**config.mk**
```make
export PLATFORM = sky130hd
export DESIGN_NAME = fifo_dma_req
export DESIGN_NICKNAME = d
export VERILOG_FILES = /design/src/rtl/fdr_pkg.sv /design/src/rtl/fdr_trig.sv /design/src/rtl/fdr_seccnt.sv /design/src/rtl/fdr_ctrl.sv /design/src/rtl/fifo_dma_req.sv
export SDC_FILE = /design/constraint.sdc
export NUM_CORES = 1
export LEC_CHECK = 0
export BUFFER_PORTS_ARGS = -buffer_cell sky130_fd_sc_hd__buf_2
export CORE_MARGIN = 2
export CORE_UTILIZATION = 51
export DETAILED_ROUTE_END_ITERATION = 6
export PLACE_DENSITY = 0.82
export RECOVER_POWER = 25
export SLEW_MARGIN = 20
export SYNTH_ARGS = -nofsm -noshare
export SYNTH_HDL_FRONTEND = slang
export SYNTH_SLANG_ARGS = --single-unit
```
**constraint.sdc**
```tcl
create_clock -name clk_i -period 2.8 [get_ports clk_i]
set_input_delay 0.14 -clock clk_i [delete_from_list [all_inputs] [get_ports clk_i]]
set_output_delay 0.14 -clock clk_i [all_outputs]
set_load 0.01 [all_outputs]
```
**src/rtl/fdr_pkg.sv**
```systemverilog
package fdr_pkg;
  typedef enum logic [2:0] {
    ST_IDLE,
    ST_XFER,
    ST_PAD,
    ST_DRAIN,
    ST_DONE
  } fdr_state_e;

  typedef enum logic [1:0] {
    TERM_NORMAL   = 2'b00,
    TERM_ABNORMAL = 2'b01,
    TERM_PADDED   = 2'b10
  } fdr_term_e;

  localparam logic DIR_D2H = 1'b0;
  localparam logic DIR_H2D = 1'b1;
endpackage

```
**src/rtl/fdr_trig.sv**
```systemverilog
module fdr_trig #(
  parameter int DEPTH = 16,
  parameter int THR_W = 4,
  parameter int LVL_W = $clog2(DEPTH + 1)
) (
  input  logic [LVL_W-1:0] level_i,
  input  logic [THR_W-1:0] thr_i,
  output logic             full_o,
  output logic             empty_o,
  output logic             rd_hit_o,
  output logic             wr_hit_o
);
  localparam int CW = ((LVL_W > THR_W) ? LVL_W : THR_W) + 1;
  localparam logic [CW-1:0] DEP_C = CW'(DEPTH);
  localparam logic [CW-1:0] MAX_C = CW'(DEPTH - 1);

  logic [CW-1:0] lvl_x;
  logic [CW-1:0] thr_x;
  logic [CW-1:0] thr_eff;
  logic [CW-1:0] rd_pt;

  assign lvl_x = CW'(level_i);
  assign thr_x = CW'(thr_i);

  // clamp keeps the read point at 1 or above and the write point below full
  generate
    if ((1 << THR_W) > DEPTH) begin : g_clamp
      assign thr_eff = (thr_x > MAX_C) ? MAX_C : thr_x;
    end else begin : g_direct
      assign thr_eff = thr_x;
    end
  endgenerate

  assign rd_pt    = DEP_C - thr_eff;
  assign full_o   = (lvl_x >= DEP_C);
  assign empty_o  = (lvl_x == '0);
  assign rd_hit_o = (lvl_x >= rd_pt);
  assign wr_hit_o = (lvl_x <= thr_eff);
endmodule

```
**src/rtl/fdr_seccnt.sv**
```systemverilog
module fdr_seccnt #(
  parameter int SEC_W = 10
) (
  input  logic             clk_i,
  input  logic             rst_ni,
  input  logic             clr_i,
  input  logic             inc_i,
  input  logic [SEC_W-1:0] len_i,
  output logic             last_o
);
  logic [SEC_W-1:0] cnt_q;
  logic [SEC_W:0]   nxt;

  always_ff @(posedge clk_i or negedge rst_ni) begin
    if (!rst_ni)     cnt_q <= '0;
    else if (clr_i)  cnt_q <= '0;
    else if (inc_i)  cnt_q <= cnt_q + 1'b1;
  end

  // a zero length acts as a one-byte sector
  assign nxt    = {1'b0, cnt_q} + 1'b1;
  assign last_o = (nxt >= {1'b0, len_i});
endmodule

```
**src/rtl/fdr_ctrl.sv**
```systemverilog
module fdr_ctrl
  import fdr_pkg::*;
(
  input  logic       clk_i,
  input  logic       rst_ni,
  input  logic       dir_i,
  input  logic       exec_start_i,
  input  logic       tc_i,
  input  logic       disk_stb_i,
  input  logic       last_sector_i,
  input  logic       full_i,
  input  logic       empty_i,
  input  logic       rd_hit_i,
  input  logic       wr_hit_i,
  input  logic       sec_last_i,
  output logic       cnt_clr_o,
  output logic       cnt_inc_o,
  output logic       dma_req_o,
  output logic       pad_o,
  output logic       done_o,
  output logic [1:0] term_o
);
  fdr_state_e st_q, st_d;
  fdr_term_e  term_q, term_d, pend_q, pend_d;
  logic       req_q, req_d;
  logic       tcs_q, tcs_d;
  logic       dir_q, dir_d;
  logic       tc_any;
  logic       rd_set;

  assign tc_any = tc_i | tcs_q;

  always_comb begin
    st_d      = st_q;
    term_d    = term_q;
    pend_d    = pend_q;
    req_d     = req_q;
    tcs_d     = tcs_q;
    dir_d     = dir_q;
    pad_o     = 1'b0;
    cnt_clr_o = 1'b0;
    cnt_inc_o = 1'b0;
    rd_set    = 1'b0;
    unique case (st_q)
      ST_IDLE, ST_DONE: begin
        if (exec_start_i) begin
          st_d      = ST_XFER;
          dir_d     = dir_i;
          req_d     = (dir_i == DIR_H2D);
          term_d    = TERM_NORMAL;
          pend_d    = TERM_NORMAL;
          tcs_d     = 1'b0;
          cnt_clr_o = 1'b1;
        end
      end
      ST_XFER: begin
        if (dir_q == DIR_H2D) begin
          if (tc_i) tcs_d = 1'b1;
          if (tc_any)        req_d = 1'b0;
          else if (full_i)   req_d = 1'b0;
          else if (wr_hit_i) req_d = 1'b1;
          if (disk_stb_i) begin
            if (empty_i) begin
              // host stopped mid-sector: fill with zeros
              pad_o  = 1'b1;
              req_d  = 1'b0;
              pend_d = tc_any ? TERM_PADDED : TERM_ABNORMAL;
              if (sec_last_i) begin
                st_d   = ST_DONE;
                term_d = pend_d;
              end else begin
                st_d      = ST_PAD;
                cnt_inc_o = 1'b1;
              end
            end else if (sec_last_i) begin
              cnt_clr_o = 1'b1;
              if (tc_any) begin
                st_d   = ST_DONE;
                term_d = TERM_NORMAL;
                req_d  = 1'b0;
              end else if (last_sector_i) begin
                st_d   = ST_DONE;
                term_d = TERM_ABNORMAL;
                req_d  = 1'b0;
              end
            end else begin
              cnt_inc_o = 1'b1;
            end
          end
        end else begin
          if (tc_i) begin
            st_d   = ST_DONE;
            term_d = TERM_NORMAL;
            req_d  = 1'b0;
          end else if (disk_stb_i && full_i) begin
            st_d   = ST_DONE;
            term_d = TERM_ABNORMAL;
            req_d  = 1'b0;
          end else begin
            rd_set = rd_hit_i;
            if (disk_stb_i) begin
              if (sec_last_i) begin
                rd_set    = 1'b1;
                cnt_clr_o = 1'b1;
                if (last_sector_i) st_d = ST_DRAIN;
              end else begin
                cnt_inc_o = 1'b1;
              end
            end
            if (rd_set)       req_d = 1'b1;
            else if (empty_i) req_d = 1'b0;
          end
        end
      end
      ST_PAD: begin
        req_d = 1'b0;
        if (disk_stb_i) begin
          pad_o = 1'b1;
          if (sec_last_i) begin
            st_d      = ST_DONE;
            term_d    = pend_q;
            cnt_clr_o = 1'b1;
          end else begin
            cnt_inc_o = 1'b1;
          end
        end
      end
      ST_DRAIN: begin
        if (tc_i) begin
          st_d   = ST_DONE;
          term_d = TERM_NORMAL;
          req_d  = 1'b0;
        end else if (empty_i) begin
          st_d   = ST_DONE;
          term_d = TERM_ABNORMAL;
          req_d  = 1'b0;
        end else begin
          req_d = 1'b1;
        end
      end
      default: st_d = ST_IDLE;
    endcase
  end

  always_ff @(posedge clk_i or negedge rst_ni) begin
    if (!rst_ni) begin
      st_q   <= ST_IDLE;
      term_q <= TERM_NORMAL;
      pend_q <= TERM_NORMAL;
      req_q  <= 1'b0;
      tcs_q  <= 1'b0;
      dir_q  <= DIR_D2H;
    end else begin
      st_q   <= st_d;
      term_q <= term_d;
      pend_q <= pend_d;
      req_q  <= req_d;
      tcs_q  <= tcs_d;
      dir_q  <= dir_d;
    end
  end

  assign dma_req_o = req_q;
  assign done_o    = (st_q == ST_DONE);
  assign term_o    = term_q;
endmodule

```
**src/rtl/fifo_dma_req.sv**
```systemverilog
module fifo_dma_req #(
  parameter int DEPTH = 16,
  parameter int THR_W = 4,
  parameter int SEC_W = 10,
  parameter int LVL_W = $clog2(DEPTH + 1)
) (
  input  logic             clk_i,
  input  logic             rst_ni,
  input  logic             dir_i,
  input  logic [THR_W-1:0] thr_i,
  input  logic [SEC_W-1:0] sec_len_i,
  input  logic             last_sector_i,
  input  logic             exec_start_i,
  input  logic             tc_i,
  input  logic             disk_stb_i,
  input  logic [LVL_W-1:0] fifo_level_i,
  output logic             dma_req_o,
  output logic             pad_o,
  output logic             done_o,
  output logic [1:0]       term_o
);
  logic full, empty, rd_hit, wr_hit;
  logic sec_last, cnt_clr, cnt_inc;

  fdr_trig #(.DEPTH(DEPTH), .THR_W(THR_W), .LVL_W(LVL_W)) u_trig (
    .level_i (fifo_level_i),
    .thr_i   (thr_i),
    .full_o  (full),
    .empty_o (empty),
    .rd_hit_o(rd_hit),
    .wr_hit_o(wr_hit)
  );

  fdr_seccnt #(.SEC_W(SEC_W)) u_cnt (
    .clk_i (clk_i),
    .rst_ni(rst_ni),
    .clr_i (cnt_clr),
    .inc_i (cnt_inc),
    .len_i (sec_len_i),
    .last_o(sec_last)
  );

  fdr_ctrl u_ctrl (
    .clk_i        (clk_i),
    .rst_ni       (rst_ni),
    .dir_i        (dir_i),
    .exec_start_i (exec_start_i),
    .tc_i         (tc_i),
    .disk_stb_i   (disk_stb_i),
    .last_sector_i(last_sector_i),
    .full_i       (full),
    .empty_i      (empty),
    .rd_hit_i     (rd_hit),
    .wr_hit_i     (wr_hit),
    .sec_last_i   (sec_last),
    .cnt_clr_o    (cnt_clr),
    .cnt_inc_o    (cnt_inc),
    .dma_req_o    (dma_req_o),
    .pad_o        (pad_o),
    .done_o       (done_o),
    .term_o       (term_o)
  );
endmodule

```
==> summary.md <==
| Metric | Value |
|---|---|
| Cells after Synth | `roughly 220` |
| First-pass GRT wire length | `7510 um` |
| Gr ovfl total | `0` |
| Total GRT Usage | `between 20% and 30%` |
| Final Power | `1.56 mW` |
| CTS root buf | `clkbuf_8` |
| Max VDD drop | `361 uV` |
| Crit-path max FO | `4` |
| WP data required | `2950 ps` |
| Synth top area cells | `dfrtp_1, ha_1, xor2_1` |
| H-Tree Depth | `1` |
| Largest net degree at the start of global routing | `21` |
| Setup CP Type | `flop to flop` |
| Syn_area_per_cell | `8.86 um^2` |
| Synth Register Bits | `20` |
| Final WS setup | `-75.7 ps` |
| Top Ports | `31` |
| Hold Crit Class | `primary input to flop` |
| Ant. Diodes | `0` |
| Post-Route Skew | `6.34 ps` |
| Site row count | `22` |
| Share of cells above drive strength 1 | `34.3%` |
| Fmax | `around 0.35 GHz` |
| DR WL/cell | `13.9 um` |
| Arr. time, crit path | `~3000 ps` |
| Pins Over Slew Limit | `0` |
| Clk_lat worst skew | `around 260 ps` |
| Leakage power | `1.24 nW` |
| Status | `complete, but fails checks` |
| Max-slew headroom | `26.7%` |
| CTS tree | `yes` |
| Syn. warnings | `0` |
| Setup TNS | `-239 ps` |
| Worst-case clock buffer depth | `2` |
| Fin. Hold Viols | `0` |
| RePlAce Congestion | `a little over 0.9` |
| Post-synth top flop | `dfrtp_1` |
| Ys async rst share | `100%` |
| HPWL Detailed | `3250 um` |
| Initial antenna violation count | `0` |
| Die width | `between 60 and 70 um` |
| Hold_ws | `169 ps` |
| Placed cell areas | `2270 um^2` |
| Fill cells | `286` |
| Slew @ Worst Pin | `between 1000 and 1500 ps` |
| Crit start category | `flop` |
| Clock sink count | `20` |
| MaxCap Viol Count | `0` |
| Layout overhead on the synthesized area | `31.3%` |
| Initial DRT Pass Iterations | `4` |
| Fin area | `between 2000 and 2500 um^2` |
| Total core area | `3630 um^2` |
| Final period util | `103%` |
| Die H | `65.1 um` |
| DIE AREA | `4240 um^2` |
| Post-DR vias/cell | `5.52` |
| Nets | `roughly 320` |
| Sequential-to-total area share from yosys stat | `between 20% and 30%` |
| Initial Util | `52.4%` |
| Clock-pin slew on the worst setup and hold paths | `around 80 ps` |
| Setup crit end kind | `flop` |
| Failing checks | `negative setup slack` |
| RSZ-0062 raised after global routing | `true` |
| Area leader, netlist | `dfrtp_1` |
| Syn_nets | `261` |
| Mapped cell area | `1900 um^2` |
| Number of synthesized flops with an enable pin | `0` |
| Via count | `1,778` |
| Yosys top cell area share | `26.3%` |
| Final WL | `4480 um` |
| Pwr dens | `623 nW/um^2` |
| Initial drt markers | `111` |
| Port-buffer cells | `30` |
| DR DRC count | `0` |
| Antenna Nets Post-Route | `0` |
| Number of global-route vias before repair | `1,668` |
| CTS Buf Count | `3` |
| Final setup viols | `6` |
| Synth cell types | `61` |
| Post-layout minimum cycle time | `2880 ps` |
==> cells by family (layout without fill, tap and decap cells) <==
group                    Yosys count  in the layout  synth area share, %
buffers and inverters             23             82                 5.32
AO/OA/AOI/OAI                     55             55                 23.3
multiplexers                       5              5                 2.83
adder cells (fa/ha/maj)           20             20                 13.1
AND/OR/NAND/NOR                   73             73                 20.4
flip-flops                        20             20                 26.3
XOR/XNOR                          19             19                 8.74
==> report_power, final <==
| group | internal, mW | total [mW] | switching, mW |
|---|---|---|---|
| clock | 0.0960 | 0.196 | 0.100 |
| combinational | 0.438 | 0.905 | 0.468 |
| sequential | 0.358 | 0.456 | 0.0983 |
| total | 0.891 | 1.56 | 0.666 |
==> final timing paths <==
path	startpoint	to	slack, ps	cells after the start
min in group asynchronous	rst_ni	u_ctrl.dma_req_o	600	2
max	u_cnt.cnt_q[0]	u_ctrl.term_o[1]	-80	13
max reg2reg	u_cnt.cnt_q[0]	u_ctrl.term_o[1]	-80	13
max in group asynchronous	rst_ni	u_cnt.cnt_q[6]	1540	2
min	dir_i	u_ctrl.dir_q	170	2
min reg2reg	u_ctrl.term_o[0]	u_ctrl.term_o[0]	510	1
==> Yosys cell counts (2+ instances only) <==
cell type	n
o21ai_0	9
ha_1	20
nor3_1	6
xnor2_1	8
dfrtp_1	20
a21o_1	3
nor2_1	20
nor2b_1	5
a21oi_1	13
mux2_1	2
clkbuf_1	2
a22o_1	2
mux2i_1	2
o31ai_1	2
inv_1	17
nand2_1	21
o31a_1	3
nand3_1	6
a32o_1	2
xor2_1	11
==> layer usage <==
layer	up-vias	track usage, %	wire (um)	share of wire, %
met2	61	36.9	2120	47
met3	8	4.28	262	5.8
met5	-	0	0	0
li1	895	-	-	-
met1	814	30.6	2050	46
met4	0	5.21	45	1.0
==> per-stage QoR <==
stage	cells	util, %	setup WS [ps]
2_1_floorplan	215	-	-74.6
6_report	322	68.8	-75.7
3_3_place_gp	307	62.6	-99.8
5_1_grt	322	68.8	-239
4_1_cts	315	65.8	-65.2
3_5_place_dp	307	62.6	-132
==> registers in the layout, summed over array words and instances, names as in the netlist <==
name / cells
u_cnt.cnt_q: 10
u_ctrl.term_o: 2
u_ctrl.dir_q: 1
u_ctrl.st_q: 3
u_ctrl.tcs_q: 1
u_ctrl.dma_req_o: 1
u_ctrl.pend_q: 2
==> critical path, stage by stage (launching register included) <==
cell,delay (ps)
dfrtp_1,410
and3_4,210
nand3_2,130
nor2_4,120
nand3_1,120
xnor2_1,150
ha_1,290
nor2b_1,130
a311o_2,370
buf_4,160
a21oi_4,120
a311oi_2,120
nand2_1,130
mux2_4,310
==> layout by cell type (no fill, tap or decap), types with 7 or more instances in the layout <==
cell     instances
buf_4           25
o21ai_0          7
nand2_1         21
xor2_1          11
inv_1           17
buf_2           29
xnor2_1          8
a21oi_1         11
ha_1            19
dfrtp_1         20
nor2_1          18
==> timing repair <==
| item | CTS | global route |
|---|---|---|
| gates resized for setup | 7 | 13 |
| hold endpoints to repair | 20 | 0 |
| endpoints found under the setup margin | 15 | 16 |
| buffers inserted | 4 | 8 |
| pin swaps | 14 | 10 |
| hold buffers | 1 | 0 |
==> cell type report <==
cell class | instances | area [um^2] | area share [%]
flip-flops and latches | 20 | 500 | 20.0
multi-input cells | 172 | 1430 | 57.1
repair buffers | 61 | 403 | 16.1
well taps | 48 | 60.1 | 2.40
clock buffers | 3 | 41.3 | 1.65
inverters | 18 | 67.6 | 2.70
Power figures use the tool's default switching activity.
